<file path="src/rtl/mcr_pkg.sv">
package mcr_pkg;
  localparam int KEY_W   = 32;
  localparam int LINKS   = 6;
  localparam int CORES   = 18;
  localparam int ROUTE_W = LINKS + CORES;
  localparam int LINK_W  = 3;
  localparam int MON_BIT = LINKS;  // core 0 acts as monitor

  typedef enum logic [1:0] {
    DIV_OPP   = 2'd0,
    DIV_MON   = 2'd1,
    DIV_DROP  = 2'd2,
    DIV_DROPX = 2'd3
  } div_mode_e;
endpackage

</file>
<file path="src/rtl/mcr_tcam_array.sv">
module mcr_tcam_array #(
  parameter int N  = 16,
  parameter int KW = 32,
  parameter int RW = 24,
  localparam int IW = $clog2(N)
) (
  input  logic          clk,
  input  logic          rst_n,
  input  logic          wr_en,
  input  logic [IW-1:0] wr_idx,
  input  logic          wr_valid,
  input  logic [KW-1:0] wr_key,
  input  logic [KW-1:0] wr_mask,
  input  logic [RW-1:0] wr_route,
  input  logic [KW-1:0] lk_key,
  output logic [N-1:0]  hit_vec,
  input  logic [IW-1:0] rd_idx,
  output logic [RW-1:0] rd_route
);
  logic [RW-1:0] route_arr [N];

  for (genvar i = 0; i < N; i++) begin : g_ent
    logic          en_i;
    logic          vld_q;
    logic [KW-1:0] key_q;
    logic [KW-1:0] mask_q;
    logic [RW-1:0] route_q;

    assign en_i = wr_en && (wr_idx == IW'(i));

    always_ff @(posedge clk or negedge rst_n) begin
      if (!rst_n)    vld_q <= 1'b0;
      else if (en_i) vld_q <= wr_valid;
    end

    always_ff @(posedge clk) begin
      if (en_i) begin
        key_q   <= wr_key;
        mask_q  <= wr_mask;
        route_q <= wr_route;
      end
    end

    assign hit_vec[i]   = vld_q && (((lk_key ^ key_q) & ~mask_q) == '0);
    assign route_arr[i] = route_q;
  end

  assign rd_route = route_arr[rd_idx];
endmodule

</file>
<file path="src/rtl/mcr_prio_enc.sv">
module mcr_prio_enc #(
  parameter int N = 16,
  localparam int IW = $clog2(N)
) (
  input  logic [N-1:0]  req,
  output logic          any,
  output logic [IW-1:0] idx
);
  always_comb begin
    idx = '0;
    for (int i = 0; i < N; i++) begin
      if (req[i]) idx = IW'(i);  // later (higher) index overrides
    end
    any = |req;
  end
endmodule

</file>
<file path="src/rtl/mcr_default_sel.sv">
module mcr_default_sel
  import mcr_pkg::*;
(
  input  logic               hit,
  input  logic [ROUTE_W-1:0] hit_route,
  input  logic               local_src,
  input  logic [LINK_W-1:0]  link,
  input  logic [1:0]         mode,
  output logic [ROUTE_W-1:0] route,
  output logic               dflt
);
  logic [LINK_W-1:0] opp;

  always_comb begin
    opp = (link < LINK_W'(3)) ? link + LINK_W'(3) : link - LINK_W'(3);
    route = '0;
    dflt  = 1'b0;
    if (hit) begin
      route = hit_route;
    end else begin
      dflt = 1'b1;
      if (local_src || link >= LINK_W'(LINKS)) begin
        route[MON_BIT] = 1'b1;
      end else begin
        case (div_mode_e'(mode))
          DIV_OPP: route = ROUTE_W'(1) << opp;
          DIV_MON: route[MON_BIT] = 1'b1;
          default: route = '0;
        endcase
      end
    end
  end
endmodule

</file>
<file path="src/rtl/mcr_route_lookup.sv">
module mcr_route_lookup
  import mcr_pkg::*;
#(
  parameter int N_ENT = 16,
  localparam int IDX_W = $clog2(N_ENT)
) (
  input  logic               clk,
  input  logic               rst_n,
  input  logic               pkt_valid,
  input  logic [KEY_W-1:0]   pkt_key,
  input  logic               pkt_local,
  input  logic [LINK_W-1:0]  pkt_link,
  input  logic               cfg_ent_we,
  input  logic [IDX_W-1:0]   cfg_ent_idx,
  input  logic               cfg_ent_valid,
  input  logic [KEY_W-1:0]   cfg_ent_key,
  input  logic [KEY_W-1:0]   cfg_ent_mask,
  input  logic [ROUTE_W-1:0] cfg_ent_route,
  input  logic               cfg_div_we,
  input  logic [LINK_W-1:0]  cfg_div_link,
  input  logic [1:0]         cfg_div_mode,
  output logic               rt_valid,
  output logic [ROUTE_W-1:0] rt_route,
  output logic               rt_default
);
  logic [N_ENT-1:0]   hit_vec;
  logic               hit_any;
  logic [IDX_W-1:0]   hit_idx;
  logic [ROUTE_W-1:0] hit_route;

  logic [LINKS-1:0][1:0] div_q;
  logic [1:0]            mode_sel;

  logic               s1_vld_q, s1_hit_q, s1_local_q;
  logic [ROUTE_W-1:0] s1_route_q;
  logic [LINK_W-1:0]  s1_link_q;
  logic [1:0]         s1_mode_q;

  logic [ROUTE_W-1:0] s2_route_d;
  logic               s2_dflt_d;

  mcr_tcam_array #(.N(N_ENT), .KW(KEY_W), .RW(ROUTE_W)) u_tcam (
    .clk      (clk),
    .rst_n    (rst_n),
    .wr_en    (cfg_ent_we),
    .wr_idx   (cfg_ent_idx),
    .wr_valid (cfg_ent_valid),
    .wr_key   (cfg_ent_key),
    .wr_mask  (cfg_ent_mask),
    .wr_route (cfg_ent_route),
    .lk_key   (pkt_key),
    .hit_vec  (hit_vec),
    .rd_idx   (hit_idx),
    .rd_route (hit_route)
  );

  mcr_prio_enc #(.N(N_ENT)) u_prio (
    .req (hit_vec),
    .any (hit_any),
    .idx (hit_idx)
  );

  // diversion mode of the arrival link
  always_comb begin
    mode_sel = DIV_OPP;
    for (int l = 0; l < LINKS; l++) begin
      if (pkt_link == LINK_W'(l)) mode_sel = div_q[l];
    end
  end

  for (genvar l = 0; l < LINKS; l++) begin : g_div
    logic div_en;
    assign div_en = cfg_div_we && (cfg_div_link == LINK_W'(l));
    always_ff @(posedge clk or negedge rst_n) begin
      if (!rst_n)      div_q[l] <= DIV_OPP;
      else if (div_en) div_q[l] <= cfg_div_mode;
    end
  end

  // stage 1: match, winner and route captured together
  always_ff @(posedge clk or negedge rst_n) begin
    if (!rst_n) begin
      s1_vld_q   <= 1'b0;
      s1_hit_q   <= 1'b0;
      s1_local_q <= 1'b0;
      s1_route_q <= '0;
      s1_link_q  <= '0;
      s1_mode_q  <= '0;
    end else begin
      s1_vld_q <= pkt_valid;
      if (pkt_valid) begin
        s1_hit_q   <= hit_any;
        s1_local_q <= pkt_local;
        s1_route_q <= hit_route;
        s1_link_q  <= pkt_link;
        s1_mode_q  <= mode_sel;
      end
    end
  end

  mcr_default_sel u_dflt (
    .hit       (s1_hit_q),
    .hit_route (s1_route_q),
    .local_src (s1_local_q),
    .link      (s1_link_q),
    .mode      (s1_mode_q),
    .route     (s2_route_d),
    .dflt      (s2_dflt_d)
  );

  // stage 2: registered result, quiet when idle
  always_ff @(posedge clk or negedge rst_n) begin
    if (!rst_n) begin
      rt_valid   <= 1'b0;
      rt_route   <= '0;
      rt_default <= 1'b0;
    end else begin
      rt_valid   <= s1_vld_q;
      rt_route   <= s1_vld_q ? s2_route_d : '0;
      rt_default <= s1_vld_q && s2_dflt_d;
    end
  end
endmodule

</file>
<file path="config.mk">
export PLATFORM = sky130hd
export DESIGN_NAME = mcr_route_lookup
export DESIGN_NICKNAME = d
export VERILOG_FILES = /design/src/rtl/mcr_pkg.sv /design/src/rtl/mcr_tcam_array.sv /design/src/rtl/mcr_prio_enc.sv /design/src/rtl/mcr_default_sel.sv /design/src/rtl/mcr_route_lookup.sv
export SDC_FILE = /design/constraint.sdc
export NUM_CORES = 2
export LEC_CHECK = 0
export BUFFER_PORTS_ARGS = -buffer_cell sky130_fd_sc_hd__buf_4
export CELL_PAD_IN_SITES_DETAIL_PLACEMENT = 1
export CELL_PAD_IN_SITES_GLOBAL_PLACEMENT = 1
export CORE_ASPECT_RATIO = 0.6
export CORE_MARGIN = 2
export CORE_UTILIZATION = 50
export DETAILED_ROUTE_END_ITERATION = 10
export PLACE_DENSITY_LB_ADDON = 0.05
export SETUP_SLACK_MARGIN = 0.1
export SLEW_MARGIN = 20
export SYNTH_ARGS = -nofsm -noshare
export SYNTH_HDL_FRONTEND = slang
export SYNTH_HIERARCHICAL = 1
export SYNTH_SLANG_ARGS = --single-unit
</file>
<file path="constraint.sdc">
create_clock -name clk -period 5.7 [get_ports clk]
set_input_delay 1.71 -clock clk [delete_from_list [all_inputs] [get_ports clk]]
set_output_delay 1.71 -clock clk [all_outputs]
set_load 0.03 [all_outputs]
</file>
==> run metrics <==
status=finished, final reports clean; Starting Density=0.503; fmax=0.188 GHz; max-cap viol count=0; hold_ws=0.505 ns; R2R depth=12; Synth Flop Type=edfxtp_1; hold_sp=u_tcam/g_ent[14].vld_q; Die Wd=437 µm; Post-Syn Instances=2864; Yosys reg bits=1494; post-CTS setup buffers=0; fin crit period=5.33 ns; Setup Viol. Count Final=0; CTS resizes=0; Final Hold Viols=0; Vias=29600; Crit. Startpoint=pkt_key[23]; Max IR drop VDD=0.318 mV; DRC=0; Setup crit end kind=flip-flop; DR pass1 iterations=7; sequential cell area fraction in the yosys report=0.792; final WL=165 mm; CP Launch Type=input pin; Synth warnings=6; most frequent cell after synthesis=edfxtp_1; Setup Skew=0.0255 ns; total CTS buffers=140; required time of the critical path=6.35 ns; syn nets=3005; Iter 0 DRT Violations=3836; Crit path arrival time=5.98 ns; DP Wirelength=109 mm; transition time of the tightest slew-check pin=1.03 ns; top post-synthesis cells by area=edfxtp_1 75%, xnor2_1 8.0%, mux4_2 4.8%; setup TNS=0 ns; hold path depth=1; routed vias/inst=5.97; std cell rows=95; reg2reg end=s1_route_q[21]; CTS Hold Bufs=0; GPL Wtd Cong=0.942; Finished Core Util=0.591; Leak=21.1 nW; Synth Cell Area=0.0561 mm²; synth cell count leaders=1408 x edfxtp_1, 513 x xnor2_1, 226 x o22ai_1; area leader, netlist=edfxtp_1; overall die area=0.115 mm²; Post-synth ARST share=0.0576; TritonCTS Sinks=1494; Worst Hold Class=reg -> reg; unique cell type count in the Yosys netlist=51; Avg WL per Cell=33.3 µm; Die Y=264 µm; fin crit share=0.936; Reg2Reg Setup Slack=1.23 ns; vias in the first global route=30400; CP Class=in -> reg; initial antenna violation count=18; layout cell share with drive strength beyond 1=0.237; Clock Path Buffers=3; CTS Root Cell=clkbuf_16; CP Max Fanout=48; I/O pins=165; Max Slew Vio Count=0; ANT nets after route=0; number of synthesized flops with an enable pin=1408; # placed instances=4687; Non-Filler Instances=4949; P&R area growth vs syn=17.6%; syn avg cell area=19.6 µm²; largest net degree at the start of global routing=90; clock latency on the worst-skew pair=0.77 ns; Power Density=349 mW/mm²; Hold EP=u_tcam/g_ent[14].vld_q; overflow left after global routing=0; Fill cells=9542; htree depth=4; core box area=0.112 mm²; clock slew at reported path FFs=0.06 ns; worst r2r src=u_tcam/g_ent[5].key_q[6]; first-pass GRT wire length=232 mm; post-layout net count=3467; share of the synthesized area in the top cell type=0.753; CTS tree=done; relative slew slack=0.310; RSZ-0062 raised after global routing=no; PortBufs=164; All-Layer GR Usage=0.291
through the flow:
step,power [mW],worst slack [ns],area [µm²]
floorplan,13.2,-0.990,56200
finish,23.1,0.367,66000
CTS,23.2,0.513,66000
global route,23.7,0.296,66000
detailed placement,14.0,-0.285,61500
global placement,13.9,-0.224,61500
layout by cell type, fill, tap and decap left out, types with 4 or more instances in the layout:
| cell type | instances |
|---|---|
| mux2_2 | 57 |
| nand2_1 | 24 |
| clkbuf_1 | 42 |
| o2111ai_1 | 16 |
| clkinvlp_4 | 5 |
| clkinv_1 | 23 |
| clkinv_2 | 15 |
| clkbuf_16 | 150 |
| nor2_4 | 12 |
| xnor2_1 | 513 |
| nor3_1 | 31 |
| mux4_2 | 120 |
| dfrtp_1 | 86 |
| buf_4 | 371 |
| edfxtp_1 | 1408 |
| bufinv_16 | 9 |
| o21ai_0 | 19 |
| o21ai_1 | 6 |
| o22a_1 | 16 |
| nor2_1 | 105 |
| inv_1 | 4 |
| nand3b_1 | 4 |
| and2_1 | 41 |
| nor3_4 | 4 |
| or3_1 | 4 |
| buf_12 | 49 |
| diode_2 | 9 |
| inv_6 | 4 |
| nand2b_1 | 9 |
| nand4_1 | 4 |
| o22ai_1 | 226 |
| clkbuf_8 | 4 |
| nand3_1 | 17 |
registers in the layout, indices dropped and copies added (netlist names):
| register | count |
|---|---|
| rt_default | 1 |
| s1_local_q | 1 |
| rt_route | 24 |
| rt_valid | 1 |
| s1_route_q | 24 |
| u_tcam/g_ent.key_q | 512 |
| s1_vld_q | 1 |
| s1_link_q | 3 |
| u_tcam/g_ent.vld_q | 16 |
| u_tcam/g_ent.route_q | 384 |
| s1_hit_q | 1 |
| div_q | 12 |
| s1_mode_q | 2 |
| u_tcam/g_ent.mask_q | 512 |
final cells by class:
| type | instances | area, µm² | area share |
|---|---|---|---|
| Sequential cell | 1494 | 44400 | 0.673 |
| Multi-Input combinational cell | 1265 | 11400 | 0.172 |
| Tap cell | 1503 | 1880 | 0.0285 |
| Timing Repair Buffer | 421 | 3780 | 0.0573 |
| Inverter | 4 | 15.0 | 0.000228 |
| Clock buffer | 196 | 3970 | 0.0601 |
| Antenna cell | 9 | 22.5 | 0.000341 |
| Clock inverter | 57 | 520 | 0.00789 |
power by group:
part	switching, mW	total, mW	internal [mW]	leakage [nW]
combinational	0.867	1.37	0.500	5.11
sequential	0.116	12.4	12.3	13.8
clock	4.03	9.30	5.27	2.17
total	5.01	23.1	18.0	21.1
worst max-delay path by stage:
stage	slack (ns)	depth (start not counted)	endpoint
after global placement	-0.22	14	s1_route_q[21]
final	0.37	14	s1_route_q[9]
after CTS	0.51	15	s1_route_q[21]
after floorplan	-0.99	3	u_tcam/g_ent[8].vld_q
after global routing	0.30	13	s1_route_q[21]
after detailed placement	-0.28	15	s1_route_q[19]
kinds of logic after synthesis:
logic type,synth area share
adders and majority gates,0.000446
and+or+nand+nor,0.0240
xor gates and xnor gates,0.0801
buffers and inverters,0.00885
DFF,0.792
AOI/OAI and AO/OA,0.0345
muxes,0.0605
worst max-delay path: stages:
cell and delay [ns]:
buf_4 0.21, buf_4 0.20, xnor2_1 0.36, o22ai_1 0.14, nor2_1 0.20, o2111ai_1 0.26
nor3_1 0.28, or3b_1 0.38, a311oi_1 0.51, a31oi_4 0.13, buf_12 0.25, mux4_2 0.49
mux4_2 0.48, mux2_2 0.27
metal layers:
metal	wire length (µm)	GRT usage	part of all wire
met5	165	0	0.0010
met4	2480	0.0628	0.015
met3	17900	0.0902	0.11
met2	71900	0.411	0.44
met1	72500	0.444	0.44
No activity file was read; power rests on OpenSTA's default activity.
